[src/rtl/skip_prefix_adder_pkg.sv]
// Shared definitions for the hybrid carry-skip adder.
// Assumes nothing beyond IEEE 1800-2017 packages.
package skip_prefix_adder_pkg;

    // Kind of inverting compound gate that forms a stage's outgoing link.
    typedef enum logic {
        GATE_AOI = 1'b0,
        GATE_OAI = 1'b1
    } skip_gate_e;

    // Even stages use AND-OR-invert, odd stages use OR-AND-invert.
    function automatic skip_gate_e gate_for_stage(input int idx);
        return (idx % 2 == 0) ? GATE_AOI : GATE_OAI;
    endfunction

endpackage

[src/rtl/skip_prefix_adder_ripple.sv]
// Ripple slice: adds one SLICE-bit slice with an assumed carry-in of zero.
// Returns the provisional sum, the zero-carry carry-out and the AND of all
// propagate bits. Assumes SLICE >= 1.
module skip_prefix_adder_ripple #(
    parameter int SLICE = 4
) (
    input  logic [SLICE-1:0] a_sl,
    input  logic [SLICE-1:0] b_sl,
    output logic [SLICE-1:0] sum_z,
    output logic             gen_z,
    output logic             prop_all
);

    logic [SLICE-1:0] prop;
    logic [SLICE-1:0] gen;

    // Per-bit propagate and generate terms.
    assign prop = a_sl ^ b_sl;
    assign gen  = a_sl & b_sl;

    // Ripple the carry from zero through the slice.
    always_comb begin
        logic run;
        run = 1'b0;
        for (int i = 0; i < SLICE; i++) begin
            sum_z[i] = prop[i] ^ run;
            run      = gen[i] | (prop[i] & run);
        end
        gen_z = run;
    end

    // Group propagate: every bit of the slice passes a carry.
    assign prop_all = &prop;

endmodule

[src/rtl/skip_prefix_adder_prefix.sv]
// Kogge-Stone slice: adds one SLICE-bit slice with an assumed carry-in of
// zero, using log2(SLICE) prefix levels whose span doubles per level.
// Assumes SLICE is a power of two and at least 2.
module skip_prefix_adder_prefix #(
    parameter int SLICE = 4
) (
    input  logic [SLICE-1:0] a_sl,
    input  logic [SLICE-1:0] b_sl,
    output logic [SLICE-1:0] sum_z,
    output logic             gen_z,
    output logic             prop_all
);

    localparam int LEVELS = $clog2(SLICE);

    logic [SLICE-1:0]             prop;
    logic [LEVELS:0][SLICE-1:0]   grp_g;
    logic [LEVELS:0][SLICE-1:0]   grp_p;

    // Pre-processing: per-bit propagate and generate.
    assign prop = a_sl ^ b_sl;

    // Prefix tree: combine each node with the node one span below it.
    always_comb begin
        grp_g[0] = a_sl & b_sl;
        grp_p[0] = prop;
        for (int lv = 1; lv <= LEVELS; lv++) begin
            for (int i = 0; i < SLICE; i++) begin
                if (i >= (1 << (lv - 1))) begin
                    grp_g[lv][i] = grp_g[lv-1][i]
                                 | (grp_p[lv-1][i] & grp_g[lv-1][i - (1 << (lv - 1))]);
                    grp_p[lv][i] = grp_p[lv-1][i] & grp_p[lv-1][i - (1 << (lv - 1))];
                end else begin
                    grp_g[lv][i] = grp_g[lv-1][i];
                    grp_p[lv][i] = grp_p[lv-1][i];
                end
            end
        end
    end

    // Post-processing: sum bit is propagate XOR carry from the bit below.
    always_comb begin
        sum_z[0] = prop[0];
        for (int i = 1; i < SLICE; i++) begin
            sum_z[i] = prop[i] ^ grp_g[LEVELS][i-1];
        end
    end

    // Zero-carry carry-out and group propagate taken from the top node.
    assign gen_z    = grp_g[LEVELS][SLICE-1];
    assign prop_all = grp_p[LEVELS][SLICE-1];

endmodule

[src/rtl/skip_prefix_adder_inc.sv]
// Incrementer: adds a single true carry bit to a SLICE-bit provisional sum.
// The carry out of the increment is not needed and is not produced.
module skip_prefix_adder_inc #(
    parameter int SLICE = 4
) (
    input  logic [SLICE-1:0] val,
    input  logic             inc,
    output logic [SLICE-1:0] result
);

    // Flip each bit while every lower bit and the increment are all ones.
    always_comb begin
        logic run;
        run = inc;
        for (int i = 0; i < SLICE; i++) begin
            result[i] = val[i] ^ run;
            run       = run & val[i];
        end
    end

endmodule

[src/rtl/skip_prefix_adder_stage.sv]
// One adder stage: a zero-carry slice adder (ripple or prefix), an
// incrementer fed with the true incoming carry, and an inverting skip gate.
// An AOI stage receives its link in true polarity; an OAI stage receives it
// inverted and restores it locally before the incrementer.
module skip_prefix_adder_stage
    import skip_prefix_adder_pkg::*;
#(
    parameter int         SLICE      = 4,
    parameter bit         USE_PREFIX = 1'b0,
    parameter skip_gate_e GATE       = GATE_AOI
) (
    input  logic [SLICE-1:0] a_sl,
    input  logic [SLICE-1:0] b_sl,
    input  logic             link_in,
    output logic [SLICE-1:0] sum_sl,
    output logic             link_out
);

    logic [SLICE-1:0] sum_z;
    logic             gen_z;
    logic             prop_all;
    logic             carry_true;

    // Slice adder variant selected by parameter.
    generate
        if (USE_PREFIX) begin : g_prefix
            skip_prefix_adder_prefix #(.SLICE(SLICE)) u_add (
                .a_sl     (a_sl),
                .b_sl     (b_sl),
                .sum_z    (sum_z),
                .gen_z    (gen_z),
                .prop_all (prop_all)
            );
        end else begin : g_ripple
            skip_prefix_adder_ripple #(.SLICE(SLICE)) u_add (
                .a_sl     (a_sl),
                .b_sl     (b_sl),
                .sum_z    (sum_z),
                .gen_z    (gen_z),
                .prop_all (prop_all)
            );
        end
    endgenerate

    // Skip gate variant and local polarity restoration.
    generate
        if (GATE == GATE_AOI) begin : g_aoi
            // Incoming link is true; output is inverted carry.
            assign carry_true = link_in;
            assign link_out   = ~(gen_z | (prop_all & link_in));
        end else begin : g_oai
            // Incoming link is inverted; output is true carry.
            assign carry_true = ~link_in;
            assign link_out   = ~((~prop_all | link_in) & ~gen_z);
        end
    endgenerate

    // Fold the true incoming carry into the provisional sum.
    skip_prefix_adder_inc #(.SLICE(SLICE)) u_inc (
        .val    (sum_z),
        .inc    (carry_true),
        .result (sum_sl)
    );

endmodule

[src/rtl/skip_prefix_adder.sv]
// Top of the hybrid carry-skip adder. Purely combinational.
// Assumes WIDTH is a multiple of SLICE, SLICE is a power of two >= 2 and
// the stage count WIDTH/SLICE is even, so the last gate is OR-AND-invert
// and carry_out leaves in true polarity.
module skip_prefix_adder
    import skip_prefix_adder_pkg::*;
#(
    parameter int WIDTH = 32,
    parameter int SLICE = 4
) (
    input  logic [WIDTH-1:0] op_a,
    input  logic [WIDTH-1:0] op_b,
    input  logic             carry_in,
    output logic [WIDTH-1:0] sum,
    output logic             carry_out
);

    localparam int NSTAGE  = WIDTH / SLICE;
    localparam int NUCLEUS = NSTAGE / 2;

    // link[k] enters stage k; odd-indexed links carry inverted polarity.
    logic [NSTAGE:0] link;

    // Bit 0 receives the external carry in true polarity.
    assign link[0] = carry_in;

    // Chain of stages, the middle one built as a prefix tree.
    generate
        for (genvar k = 0; k < NSTAGE; k++) begin : g_stage
            skip_prefix_adder_stage #(
                .SLICE      (SLICE),
                .USE_PREFIX (k == NUCLEUS),
                .GATE       (gate_for_stage(k))
            ) u_stage (
                .a_sl     (op_a[k*SLICE +: SLICE]),
                .b_sl     (op_b[k*SLICE +: SLICE]),
                .link_in  (link[k]),
                .sum_sl   (sum[k*SLICE +: SLICE]),
                .link_out (link[k+1])
            );
        end
    endgenerate

    // Final gate is OR-AND-invert, so the last link is already true.
    assign carry_out = link[NSTAGE];

endmodule

[config.mk]
export PLATFORM = sky130hd
export DESIGN_NAME = skip_prefix_adder
export DESIGN_NICKNAME = d
export VERILOG_FILES = /design/src/rtl/skip_prefix_adder_pkg.sv /design/src/rtl/skip_prefix_adder_ripple.sv /design/src/rtl/skip_prefix_adder_prefix.sv /design/src/rtl/skip_prefix_adder_inc.sv /design/src/rtl/skip_prefix_adder_stage.sv /design/src/rtl/skip_prefix_adder.sv
export SDC_FILE = /design/constraint.sdc
export NUM_CORES = 1
export LEC_CHECK = 0
export BUFFER_PORTS_ARGS = -buffer_cell sky130_fd_sc_hd__buf_2
export CORE_ASPECT_RATIO = 1.4
export CORE_MARGIN = 2
export CORE_UTILIZATION = 35
export DETAILED_ROUTE_END_ITERATION = 6
export GPL_ROUTABILITY_DRIVEN = 0
export PLACE_DENSITY_LB_ADDON = 0.12
export SLEW_MARGIN = 30
export SYNTH_ARGS = -nofsm -noshare
export SYNTH_HDL_FRONTEND = slang
export SYNTH_SLANG_ARGS = --single-unit
export TNS_END_PERCENT = 10
[constraint.sdc]
create_clock -name vclk -period 8.3
set_clock_uncertainty 0.05 [all_clocks]
set_input_delay 1.245 -clock vclk [all_inputs]
set_output_delay 1.245 -clock vclk [all_outputs]
set_load 0.1 [all_outputs]
==> flow_summary.ini, run 1 <==
[status]
status = complete, no violations

[power_and_ir_drop]
clkPwrFrac_pct = 0
cellPowerDensity_nw_per_um2 = 203
power_frac_comb_pct = 100.0
internal_power_uw = 79.2
p_switching_uw = 365
swShare_pct = 82.2
leakage_uw = 0.00131
peakVddDrop_mv = 0.113
p_seq_share_pct = 0

[die]
rows = 29
start_util_pct = 36.0
die_area_um2 = 5200
ios = 98
die_h_um = 84.5
fp.dieW_um = 61.5
coreArea_um2 = 4500

[cells_and_area]
final_area_um2 = 2190
layout-drive-gt1-share_pct = 41.3
area_growth_pct = 35.1
n_clock_buffer = 0
final_core_util_pct = 48.6
num-fill-cells = 515
antenna_cells = 0
seq_cell_count = 0
regArea_um2 = 0
multi_input_area_um2 = 1470
final_nets = 399

[logic_synthesis]
yosys_warnings = 0
synth_area_leaders = ha_1 43%, fa_1 27%, inv_1 9.3%, xnor2_1 2.7%, xor2_1 2.7%
netlist_instances = 156
synth.cell_area_um2 = 1620
synthDistinctLibCells = 26
synth_top_area_cell = ha_1
yosysSeqAreaShare_pct = 0
yosys-top-cells-count = 56 x ha_1, 40 x inv_1, 22 x fa_1, 5 x xnor2_1, 5 x xor2_1
yosysMostFrequentCell = ha_1
syn-mean-instance-area_um2 = 10.4
synthesis.nets = 299
netlist.area_leader.share_pct = 43.2

[cts]
post_cts_buffers = 0
cts_resized = 0
cts-hold-fix-buffers = 0

[drt]
via_count = 1378
ant_nets = 0
avgRoutedWirePerCell_um = 10.7
via_per_inst = 4.36
first_iter_violations = 10
routed_wl_mm = 3.37
drc_errors = 0
dr.pass1.iters = 2

[setup_path]
arrival_ns = 4.64
crit_path_frequent_cell = ha_1
cpMaxStageDelayCell = fa_1
end_kind = output pin
crit_type = input pin to output pin
cp.required_ns = 7.01
slowest_delay_ns = 0.45
worst_setup_path_start_kind = input pin
cp_max_fo = 3
crit_chain = buf_2 > ha_1 > inv_1 > fa_1 > inv_1 > fa_1 > fa_1 > nor3_1 > nor3_4 > a21boi_2 > inv_1 > ha_1 > ha_1 > ha_1 > xor2_1 > xnor2_1 > buf_2

[grt]
grt_pass1_wl_mm = 5.73
grt_usage_pct = 13.6
grt.overflow.total = 0
grt_max_degree = 5
antenna_found_initial = 0
grt_pass1_vias = 1456

[timing]
maxSlewViolCount = 0
tns_ns = 0
min_period_over_period_pct = 71.5
fmax_ghz = 0.169
hold_viol_final = 0
rsz0062_at_grt = false
fin_crit_ns = 5.93
worstMarginPinSlew_ns = 0.496
setup_violations = 0
hold_ws_ns = 3.05
max-slew-margin-rel_pct = 67.2
timing.final.ws_setup_ns = 2.37

[run]
max_cap_viol_count = 0

[placement]
io_buffers = 98
pre_cts_ws_ns = 2.35
placed_area_um2 = 2190
dp_hpwl_mm = 3.35

[min_path]
hold_class = input pin to output pin
==> worst max-delay path: cells and delay by family <==
kind	cells	cell delay [ns]
AO/OA/AOI/OAI	1	0.17
XOR/XNOR	2	0.30
AND/OR/NAND/NOR	2	0.48
buffers and inverters	5	0.71
adder cells (fa/ha/maj)	7	1.72
==> layer usage <==
layer | vias up | routed length [um] | part of all wire (%) | track usage, %
met5 | - | 0 | 0 | 0
met2 | 47 | 1940 | 57 | 27.6
met4 | 0 | 0 | 0 | 0
met1 | 627 | 1210 | 36 | 15.5
met3 | 0 | 227 | 6.7 | 0.924
li1 | 704 | - | - | -
==> stage by stage <==
stage	power, uW	cells
final	444	316
after floorplan	392	156
after detailed placement	449	316
after global routing	472	316
after global placement	447	316
after CTS	450	316
==> placed cells by master, fill, tap and decap left out <==
master,count
a21oi_1,2
a21boi_2,1
nand3_1,1
xor2_1,5
and4_4,1
fa_1,22
o21bai_1,1
inv_1,40
nand2_1,3
buf_2,98
a41oi_1,1
nor3_4,1
o211ai_2,1
o211a_1,1
a2111oi_4,1
o21ai_1,1
nand2b_1,1
nand4_1,3
a31oi_4,1
o211ai_1,1
nor2_1,1
a21o_2,1
xnor2_1,5
nor3_1,1
ha_1,56
a21o_1,1
and4_1,3
==> final timing paths <==
kind                  end  depth (start not counted)     start
setup / recovery  sum[19]                         17   op_a[8]
hold / removal     sum[0]                          3  carry_in
==> power by group through the flow <==
stage	clock [uW]	combinational, uW	sequential, uW
4_1_cts	0	450	0
6_report	0	444	0
5_1_grt	0	472	0
3_5_place_dp	0	449	0
2_1_floorplan	0	392	0
3_3_place_gp	0	447	0
==> cell type report <==
class	instances	share of cell area (%)
Multi-Input combinational cell	116	67.2
Timing Repair Buffer	98	22.4
Inverter	40	6.86
Tap cell	62	3.54
==> cells by family after synthesis <==
family                   share of synthesized area [%]
AND/OR/NAND/NOR                                   6.41
AO/OA/AOI/OAI                                     8.49
buffers and inverters                             9.27
XOR/XNOR                                          5.41
adder cells (fa/ha/maj)                           70.4
Power figures use the tool's default switching activity.
==> run 2, diff against run 1 <==
Settings changed: ABC_AREA set to 1.
Clock period 8.3 ns to 4.8 ns, I/O delays scaled along.
==> flow_summary.ini, run 2 <==
[status]
status = complete, no violations

[timing]
worstMarginPinSlew_ns = 0.498
setup_violations = 0
maxSlewViolCount = 0
min_period_over_period_pct = 95.6
rsz0062_at_grt = false
hold_viol_final = 0
fin_crit_ns = 4.59
fmax_ghz = 0.218
max-slew-margin-rel_pct = 67.0

[setup_path]
cp.required_ns = 4.03
cp_max_fo = 2
arrival_ns = 3.82
end_kind = output pin
crit_type = input pin to output pin
worst_setup_path_start_kind = input pin

[cells_and_area]
final_common_cell = buf_2
area_growth_pct = 45.0
final_core_util_pct = 52.2
seq_cell_count = 0
layout-drive-gt1-share_pct = 43.1
final_nets = 414
final_area_um2 = 2350
num-fill-cells = 468
antenna_cells = 0
regArea_um2 = 0
final_cell_mix = 89 x buf_2, 55 x ha_1, 41 x inv_1
n_clock_buffer = 0

[logic_synthesis]
netlist_instances = 171
synthesis.nets = 314
netlist.area_leader.share_pct = 43.3
synthDistinctLibCells = 13
synth_top_area_cell = ha_1
syn-mean-instance-area_um2 = 9.47
yosys_warnings = 0
synth.cell_area_um2 = 1620
yosysSeqAreaShare_pct = 0
yosys-top-cells-count = 56 x ha_1, 41 x inv_1, 22 x fa_1, 18 x nand2_1, 12 x nand2_2
synth_area_leaders = ha_1 43%, fa_1 27%, inv_1 9.5%, nand2_2 4.6%, nand2_1 4.2%
yosysMostFrequentCell = ha_1

[placement]
placed_area_um2 = 2340
dp_hpwl_mm = 3.27
io_buffers = 98

[power_and_ir_drop]
power_frac_comb_pct = 100.0
clkPwrFrac_pct = 0
internal_power_uw = 205
p_switching_uw = 646
leakage_uw = 0.00143
cellPowerDensity_nw_per_um2 = 363
p_seq_share_pct = 0
swShare_pct = 75.9
peakVddDrop_mv = 0.198

[run]
max_cap_viol_count = 0

[drt]
met1Wirelength_um = 973
met2WireLength_mm = 2.00
highest_layer = met3
dr.pass1.iters = 3
routed_wl_mm = 3.30
first_iter_violations = 11
via_count = 1421
ant_nets = 0
drc_errors = 0
via_per_inst = 4.29
met3_length_um = 331
avgRoutedWirePerCell_um = 9.97

[die]
coreArea_um2 = 4500
fp.dieW_um = 61.5
die_area_um2 = 5190
start_util_pct = 36.0
ios = 98
rows = 29
die_h_um = 84.5

[grt]
antenna_found_initial = 0
grt_pass1_vias = 1411
grt_max_degree = 5
grt.overflow.total = 0
grt_pass1_wl_mm = 5.33
grt_usage_pct = 12.7

[min_path]
hold_class = input pin to output pin
worstHoldPathCells = 4

[cts]
cts_resized = 0
post_cts_buffers = 0
cts-hold-fix-buffers = 0
[run 2: cell types whose count changed in the layout (fill, tap and decap cells not counted), sizes merged, moves of 2 or more]
| cell | delta |
|---|---|
| nor3 | -2 |
| nor2 | +6 |
| nand2 | +27 |
| o211ai | -2 |
| a21o | -2 |
| and4 | -4 |
| nand4 | -3 |
[run 2: cells by family after synthesis]
kind of cell	share of synthesized area, %
AOI/OAI and AO/OA	1.55
xor gates and xnor gates	5.41
buffers and inverters	9.51
and+or+nand+nor	13.1
adders and majority gates	70.5
[run 2: final timing paths]
check / start / to
max: op_a[0] / sum[31]
min: op_b[27] / sum[27]
[run 2: area by class of cell]
cell class	count	area [um^2]	area share [%]
multi-input combinational	130	1490	63.5
tap	62	77.6	3.30
timing repair buffer	98	626	26.7
inverter	41	154	6.56
[run 2: power by group through the flow]
stage | Sequential [uW] | Clock, uW | Combinational (uW)
2_1_floorplan | 0 | 0 | 682
3_3_place_gp | 0 | 0 | 856
3_5_place_dp | 0 | 0 | 856
4_1_cts | 0 | 0 | 859
5_1_grt | 0 | 0 | 897
6_report | 0 | 0 | 851
[run 2: per-stage QoR]
stage               power (uW)  std cells  setup WS, ns  hold WS [ns]  TNS (ns)
floorplan                  682        171        -0.515          1.94     -1.32
global placement           856        331         0.200          1.94         0
detailed placement         856        331         0.152          1.94         0
CTS                        859        331         0.151          1.94         0
global route               897        331       0.00173          1.98         0
finish                     851        331         0.213          1.93         0
[run 2: critical path: stages]
cell and delay (ns):
buf_2 0.10, ha_1 0.18, inv_1 0.06, fa_1 0.15, inv_1 0.05, fa_1 0.37
fa_1 0.38, o21bai_4 0.19, nand2_2 0.06, nand2_2 0.05, nand2_2 0.06, nand2_2 0.05
nand2_2 0.06, nand2_2 0.06, nand2_2 0.06, nand2_2 0.06, nand2_2 0.07, nand2_2 0.06
nand2_2 0.06, nand2_2 0.05, ha_1 0.18, ha_1 0.18, ha_2 0.18, xnor2_2 0.20
buf_12 0.20
[run 2: metal layers]
metal | vias to the layer above | track usage [%]
met3 | 0 | 3.08
met2 | 53 | 27.5
li1 | 711 | -
met1 | 657 | 11.2
met5 | - | 0
met4 | 0 | 0
